==> src/rtl/siso_thresh_pkg.sv <==
// Shared constants and check geometry for the length-7 soft threshold decoder.
// Assumes the cyclic code built on the difference set {0,2,3} mod 7.
package siso_thresh_pkg;

    localparam int CODE_LEN = 7;
    localparam int CHECKS   = 3;

    // Index of member m (0 or 1) of check c among the checks orthogonal on bit j.
    function automatic int nbr_idx(input int j, input int c, input int m);
        int off;
        case (c)
            0:       off = (m == 0) ? 4 : 5;
            1:       off = (m == 0) ? 2 : 6;
            default: off = (m == 0) ? 1 : 3;
        endcase
        return (j + off) % CODE_LEN;
    endfunction

endpackage

==> src/rtl/siso_check_term.sv <==
// One check's signed min-sum contribution: the smaller magnitude of the two
// partner values, negated when their signs differ. Purely combinational.
// Assumes the inputs are two's complement; a zero counts as positive.
module siso_check_term #(
    parameter int ACC_W = 9
) (
    input  logic signed [ACC_W-1:0] a_i,
    input  logic signed [ACC_W-1:0] b_i,
    output logic signed [ACC_W+1:0] term_o
);

    localparam int MW = ACC_W + 1;

    logic signed [MW-1:0] a_ext, b_ext;
    logic        [MW-1:0] a_mag, b_mag, m_mag;
    logic signed [MW:0]   m_ext;

    // Magnitudes, their minimum, then apply the sign product.
    always_comb begin
        a_ext  = {a_i[ACC_W-1], a_i};
        b_ext  = {b_i[ACC_W-1], b_i};
        a_mag  = a_ext[MW-1] ? $unsigned(-a_ext) : $unsigned(a_ext);
        b_mag  = b_ext[MW-1] ? $unsigned(-b_ext) : $unsigned(b_ext);
        m_mag  = (a_mag < b_mag) ? a_mag : b_mag;
        m_ext  = $signed({1'b0, m_mag});
        term_o = (a_i[ACC_W-1] ^ b_i[ACC_W-1]) ? -m_ext : m_ext;
    end

endmodule

==> src/rtl/siso_bit_unit.sv <==
// Per-bit decode slice: sums three check terms into the extrinsic value,
// forms the saturated soft output and the next iteration's input
// (channel + extrinsic * 85/256, rounded by +128 then floor).
// Assumes the neighbour values arrive paired by check: [2c], [2c+1].
module siso_bit_unit
    import siso_thresh_pkg::*;
#(
    parameter int IN_W  = 6,
    parameter int ACC_W = 9
) (
    input  logic signed [IN_W-1:0]  ch_i,
    input  logic signed [ACC_W-1:0] nbr_i [2*CHECKS],
    output logic signed [ACC_W-1:0] soft_o,
    output logic signed [ACC_W-1:0] next_o
);

    localparam int TW  = ACC_W + 2;
    localparam int SW  = ACC_W + 4;
    localparam int PW  = ACC_W + 8;
    localparam int RND = 128;
    localparam int SH  = 8;
    localparam logic signed [SW-1:0] HI = SW'(2**(ACC_W-1) - 1);
    localparam logic signed [SW-1:0] LO = -SW'(2**(ACC_W-1));

    logic signed [TW-1:0]    term [CHECKS];
    logic signed [SW-1:0]    e_full, soft_full, next_full;
    logic signed [ACC_W-1:0] e_sat;
    logic signed [PW-1:0]    pe, prod, scaled;

    // Clamp a wide value into the accumulator range.
    function automatic logic signed [ACC_W-1:0] clamp(input logic signed [SW-1:0] v);
        if (v > HI)      return {1'b0, {(ACC_W-1){1'b1}}};
        else if (v < LO) return {1'b1, {(ACC_W-1){1'b0}}};
        else             return v[ACC_W-1:0];
    endfunction

    generate
        for (genvar c = 0; c < CHECKS; c++) begin : g_chk
            siso_check_term #(.ACC_W(ACC_W)) u_term (
                .a_i    (nbr_i[2*c]),
                .b_i    (nbr_i[2*c+1]),
                .term_o (term[c])
            );
        end
    endgenerate

    // Extrinsic sum, soft output, and scaled feedback for the next pass.
    always_comb begin
        e_full = '0;
        for (int c = 0; c < CHECKS; c++) e_full = e_full + SW'(term[c]);
        soft_full = SW'(ch_i) + e_full;
        soft_o    = clamp(soft_full);
        e_sat     = clamp(e_full);
        pe        = PW'(e_sat);
        prod      = (pe <<< 6) + (pe <<< 4) + (pe <<< 2) + pe + PW'(RND);
        scaled    = prod >>> SH;
        next_full = SW'(ch_i) + SW'(scaled);
        next_o    = clamp(next_full);
    end

endmodule

==> src/rtl/siso_iter_ctrl.sv <==
// Run controller: accepts a start when idle, counts iterations down and
// pulses done on the edge that completes the last one.
// Assumes an iteration count of zero means one iteration.
module siso_iter_ctrl #(
    parameter int CNT_W = 4
) (
    input  logic             clk,
    input  logic             rst_n,
    input  logic             start_i,
    input  logic [CNT_W-1:0] iters_i,
    output logic             busy_o,
    output logic             done_o,
    output logic             load_o,
    output logic             last_o
);

    logic [CNT_W-1:0] cnt_q;

    assign load_o = start_i & ~busy_o;
    assign last_o = busy_o & (cnt_q == CNT_W'(1));

    // Sequence a run: idle -> busy for N cycles -> done pulse.
    always_ff @(posedge clk) begin
        if (!rst_n) begin
            busy_o <= 1'b0;
            done_o <= 1'b0;
            cnt_q  <= '0;
        end else begin
            done_o <= 1'b0;
            if (!busy_o) begin
                if (start_i) begin
                    busy_o <= 1'b1;
                    cnt_q  <= (iters_i == '0) ? CNT_W'(1) : iters_i;
                end
            end else begin
                cnt_q <= cnt_q - CNT_W'(1);
                if (cnt_q == CNT_W'(1)) begin
                    busy_o <= 1'b0;
                    done_o <= 1'b1;
                end
            end
        end
    end

endmodule

==> src/rtl/siso_thresh_dec.sv <==
// Iterative soft-in soft-out threshold decoder for the length-7 cyclic code.
// One full iteration over all seven bits per clock; results are registered
// on the final iteration and held until the next completion.
// Assumes channel values are already scaled by the channel reliability.
module siso_thresh_dec
    import siso_thresh_pkg::*;
#(
    parameter int IN_W  = 6,
    parameter int ACC_W = 9,
    parameter int CNT_W = 4
) (
    input  logic                       clk,
    input  logic                       rst_n,
    input  logic                       start_i,
    input  logic [CNT_W-1:0]           iter_count_i,
    input  logic [CODE_LEN*IN_W-1:0]   chan_llr_i,
    output logic                       busy_o,
    output logic                       done_o,
    output logic [CODE_LEN*ACC_W-1:0]  soft_llr_o,
    output logic [CODE_LEN-1:0]        hard_bits_o
);

    logic signed [IN_W-1:0]  ch_q   [CODE_LEN];
    logic signed [ACC_W-1:0] x_q    [CODE_LEN];
    logic signed [ACC_W-1:0] soft_w [CODE_LEN];
    logic signed [ACC_W-1:0] next_w [CODE_LEN];
    logic signed [ACC_W-1:0] soft_q [CODE_LEN];
    logic [CODE_LEN-1:0]     hard_q;
    logic                    load, last;

    siso_iter_ctrl #(.CNT_W(CNT_W)) u_ctrl (
        .clk     (clk),
        .rst_n   (rst_n),
        .start_i (start_i),
        .iters_i (iter_count_i),
        .busy_o  (busy_o),
        .done_o  (done_o),
        .load_o  (load),
        .last_o  (last)
    );

    generate
        for (genvar j = 0; j < CODE_LEN; j++) begin : g_bit
            logic signed [ACC_W-1:0] nbr [2*CHECKS];
            for (genvar k = 0; k < 2*CHECKS; k++) begin : g_nbr
                localparam int SRC = nbr_idx(j, k / 2, k % 2);
                assign nbr[k] = x_q[SRC];
            end
            siso_bit_unit #(.IN_W(IN_W), .ACC_W(ACC_W)) u_bit (
                .ch_i   (ch_q[j]),
                .nbr_i  (nbr),
                .soft_o (soft_w[j]),
                .next_o (next_w[j])
            );
            assign soft_llr_o[j*ACC_W +: ACC_W] = soft_q[j];
            assign hard_bits_o[j]               = hard_q[j];
        end
    endgenerate

    // Load channel values, advance the iteration state, capture final results.
    always_ff @(posedge clk) begin
        if (!rst_n) begin
            for (int j = 0; j < CODE_LEN; j++) begin
                ch_q[j]   <= '0;
                x_q[j]    <= '0;
                soft_q[j] <= '0;
            end
            hard_q <= '0;
        end else begin
            if (load) begin
                for (int j = 0; j < CODE_LEN; j++) begin
                    ch_q[j] <= $signed(chan_llr_i[j*IN_W +: IN_W]);
                    x_q[j]  <= ACC_W'($signed(chan_llr_i[j*IN_W +: IN_W]));
                end
            end else if (busy_o) begin
                for (int j = 0; j < CODE_LEN; j++) x_q[j] <= next_w[j];
            end
            if (last) begin
                for (int j = 0; j < CODE_LEN; j++) begin
                    soft_q[j] <= soft_w[j];
                    hard_q[j] <= soft_w[j][ACC_W-1];
                end
            end
        end
    end

endmodule

==> config.mk <==
export PLATFORM = sky130hd
export DESIGN_NAME = siso_thresh_dec
export DESIGN_NICKNAME = d
export VERILOG_FILES = /design/src/rtl/siso_thresh_pkg.sv /design/src/rtl/siso_check_term.sv /design/src/rtl/siso_bit_unit.sv /design/src/rtl/siso_iter_ctrl.sv /design/src/rtl/siso_thresh_dec.sv
export SDC_FILE = /design/constraint.sdc
export NUM_CORES = 2
export LEC_CHECK = 0
export ABC_AREA = 1
export BUFFER_PORTS_ARGS = -buffer_cell sky130_fd_sc_hd__buf_2
export CORE_ASPECT_RATIO = 0.5
export CORE_MARGIN = 2
export CORE_UTILIZATION = 45
export CTS_BUF_LIST = sky130_fd_sc_hd__clkbuf_8
export DETAILED_ROUTE_END_ITERATION = 7
export MAX_ROUTING_LAYER = met4
export SLEW_MARGIN = 20
export SYNTH_ARGS = -nofsm -noshare
export SYNTH_HDL_FRONTEND = slang
export SYNTH_SLANG_ARGS = --single-unit
export TNS_END_PERCENT = 1
==> constraint.sdc <==
create_clock -name clk -period 9.9 [get_ports clk]
set_input_delay 0.99 -clock clk [delete_from_list [all_inputs] [get_ports clk]]
set_output_delay 0.99 -clock clk [all_outputs]
set_load 0.1 [all_outputs]
==> summary.txt <==
Outcome
  – Status: finished with violations
  – Failing checks: negative setup slack

Setup path
  – WP buf/inv: 16
  – Worst Path Arrival: 10,880 ps
  – Critical path class: reg -> reg
  – Crit-path max cell delay: 520 ps
  – Startpoint types: flop
  – Family with the most delay on the worst path: adder cells
  – CP max FO: 7
  – Crit end category: flop
  – Highest-delay cell along the critical path: fa_1
  – Req. time, crit path: 10,290 ps

Clocking
  – Clock latency on the worst-skew pair: 650 ps
  – Clock-pin slew on the worst setup and hold paths: 120 ps
  – Clock Sinks: 181
  – TritonCTS Buffers: 17
  – CTS Buffer Depth: 2
  – CTS tree: built
  – Root Driver: clkbuf_8
  – H-tree lvl count: 4
  – Post-CTS Hold Buffers: 0

Synth
  – Async S/R FF share, synth: 0%
  – Synth Cell Area: 38,400 µm²
  – Sequential area share after synthesis: 13.8%
  – Post-synthesis cell count: 5,475
  – Post-synthesis register bit count: 181
  – EDFF count, synth: 168
  – Ys Warns: 0
  – Yosys cell types: 76
  – Synth Flop Type: edfxtp_1
  – Syn avg cell area: 7.01 µm²

Layout
  – Fill cells: 7,525
  – Most common cell after layout, fill and taps aside: buf_4
  – Nets: 7,682
  – Most frequent cells in the layout: buf_4, nand2_1, inv_1
  – Share of cells above drive strength 1: 34.7%
  – Area growth syn-to-layout: 40.5%

Global route
  – First-pass GRT wire length: 235 mm
  – Antenna violations before repair: 4
  – Total track usage: 36.4%
  – Vias in the first global route: 40.5k
  – Largest net degree at the start of global routing: 64
  – Global route total overflow: 0

Routing
  – Routed WL: 159 mm
  – DRT iter0 DRCs: 3,505
  – Vias/cell: 5.28
  – Number of routed nets with antenna violations: 0
  – Drt drc: 0
  – WL/cell: 19.7 µm
  – Via Count: 42.5k
  – Drt pass-1 iters: 6

Floorplanning
  – IO Count: 121
  – Initial core utilization: 45.6%
  – Core footprint: 84,200 µm²
  – Std-Cell Rows: 75
  – Die H: 210 µm
  – Die area: 87,800 µm²
  – Die X: 417 µm

Timing
  – Final period util: 106%
  – Worst Tran Pin Value: 815 ps
  – Final worst path period need: 10,490 ps
  – Final Hold Fails: 0
  – RSZ-0062 raised after global routing: true
  – Fmax: 95.3 MHz
  – Setup ws final: -588 ps
  – Final TNS setup: -19,280 ps
  – Count of final setup violators: 61
  – Min Hold Slack: 507 ps
  – Max-Slew Margin vs Limit: 45.5%
  – Pins over their slew limit: 0
  – Post-Route Skew: 25.3 ps

Flow run
  – MaxCap Viol Count: 0

Place
  – Global placer's final weighted congestion: 1.12
  – IO Port Bufs: 120
  – Post-Place Worst Slack: -1010 ps
  – Post-DP HPWL: 129 mm

Hold path
  – Min-delay worst type: reg -> reg
[worst paths after layout]
path | start | depth (start not counted) | slack, ps | to
max | x_q[0][1] | 65 | -590 | x_q[4][1]
min | hard_bits_o[2] | 1 | 510 | hard_bits_o[2]
max reg2reg | x_q[0][1] | 65 | -590 | x_q[4][1]
min reg2reg | hard_bits_o[2] | 1 | 510 | hard_bits_o[2]
[cells by family after synthesis]
| family | Yosys count | share of synthesized area, % |
|---|---|---|
| xor gates and xnor gates | 331 | 7.82 |
| AOI/OAI and AO/OA | 857 | 13.1 |
| buffers and inverters | 984 | 10.3 |
| other | 2 | 0.0196 |
| DFF | 181 | 13.8 |
| adders and majority gates | 729 | 27.2 |
| and+or+nand+nor | 2391 | 27.7 |
[timing repair]
item,CTS,global route
setup endpoints to repair,63,63
resized for setup,433,281
pin swaps,243,238
endpoints found under the hold margin,0,0
gates cloned,3,0
setup buffers,93,42
[layer usage]
layer / part of all wire, % / global-route usage [%] / wire [µm] / up-vias
li1: - / - / - / 20600
met5: 0 / - / 0 / -
met1: 47 / 50.8 / 73900 / 20200
met2: 42 / 53.9 / 67100 / 1446
met3: 8.3 / 6.44 / 13200 / 243
met4: 2.9 / 10.0 / 4560 / 0
[per-stage QoR]
| stage | cell area, µm² | std cells | util (%) |
|---|---|---|---|
| detailed placement | 49400 | 7864 | 58.7 |
| global placement | 49400 | 7864 | 58.7 |
| floorplan | 38800 | 5515 | - |
| finish | 53900 | 8044 | 64.1 |
| global route | 53900 | 8041 | 64.0 |
| CTS | 52200 | 7991 | 62.1 |
[worst reg2reg max path, delay by kind of cell, from the launching register on]
kind	cells	cell delay, ps
AOI/OAI and AO/OA	12	1580
xor gates and xnor gates	4	800
adders and majority gates	10	3110
buffers and inverters	16	1850
DFF	1	400
and+or+nand+nor	23	2560
[layout make-up]
class | instances | area [µm²] | share of cell area, %
clock inverter | 15 | 159 | 0.295
inverter | 896 | 3420 | 6.34
timing repair buffer | 1457 | 11000 | 20.4
tap | 1116 | 1400 | 2.59
clock buffer | 17 | 234 | 0.434
sequential | 181 | 5310 | 9.84
antenna | 11 | 27.5 | 0.0511
multi-input combinational | 4351 | 32400 | 60.0
[sequential cells by signal, summed over array words and instances (netlist names)]
name	flops
u_ctrl.busy_o	1
u_ctrl.done_o	1
hard_bits_o	7
u_ctrl.cnt_q	4
ch_q	42
soft_q	63
x_q	63
[Yosys cell counts (32+ instances only)]
cell      number  area (µm²)
nand2_1     1403        5270
inv_1        841        3160
ha_1         555        6940
nand3_1      344        1720
a21oi_1      305        1530
nor2_1       296        1110
o21ai_0      241        1210
xor2_1       233        2040
fa_1         174        3480
edfxtp_1     168        5040
nand2_2       94         588
xnor2_1       89         780
o21ai_1       81         405
nand4_1       48         300
inv_2         42         158
nor3_1        39         195
nand2_4       34         383
a21boi_0      32         240
nand3b_1      32         240
Power is left out: the tool's default activity adds up to more than one toggle a clock period on the data nets, which glitch-free logic cannot reach.
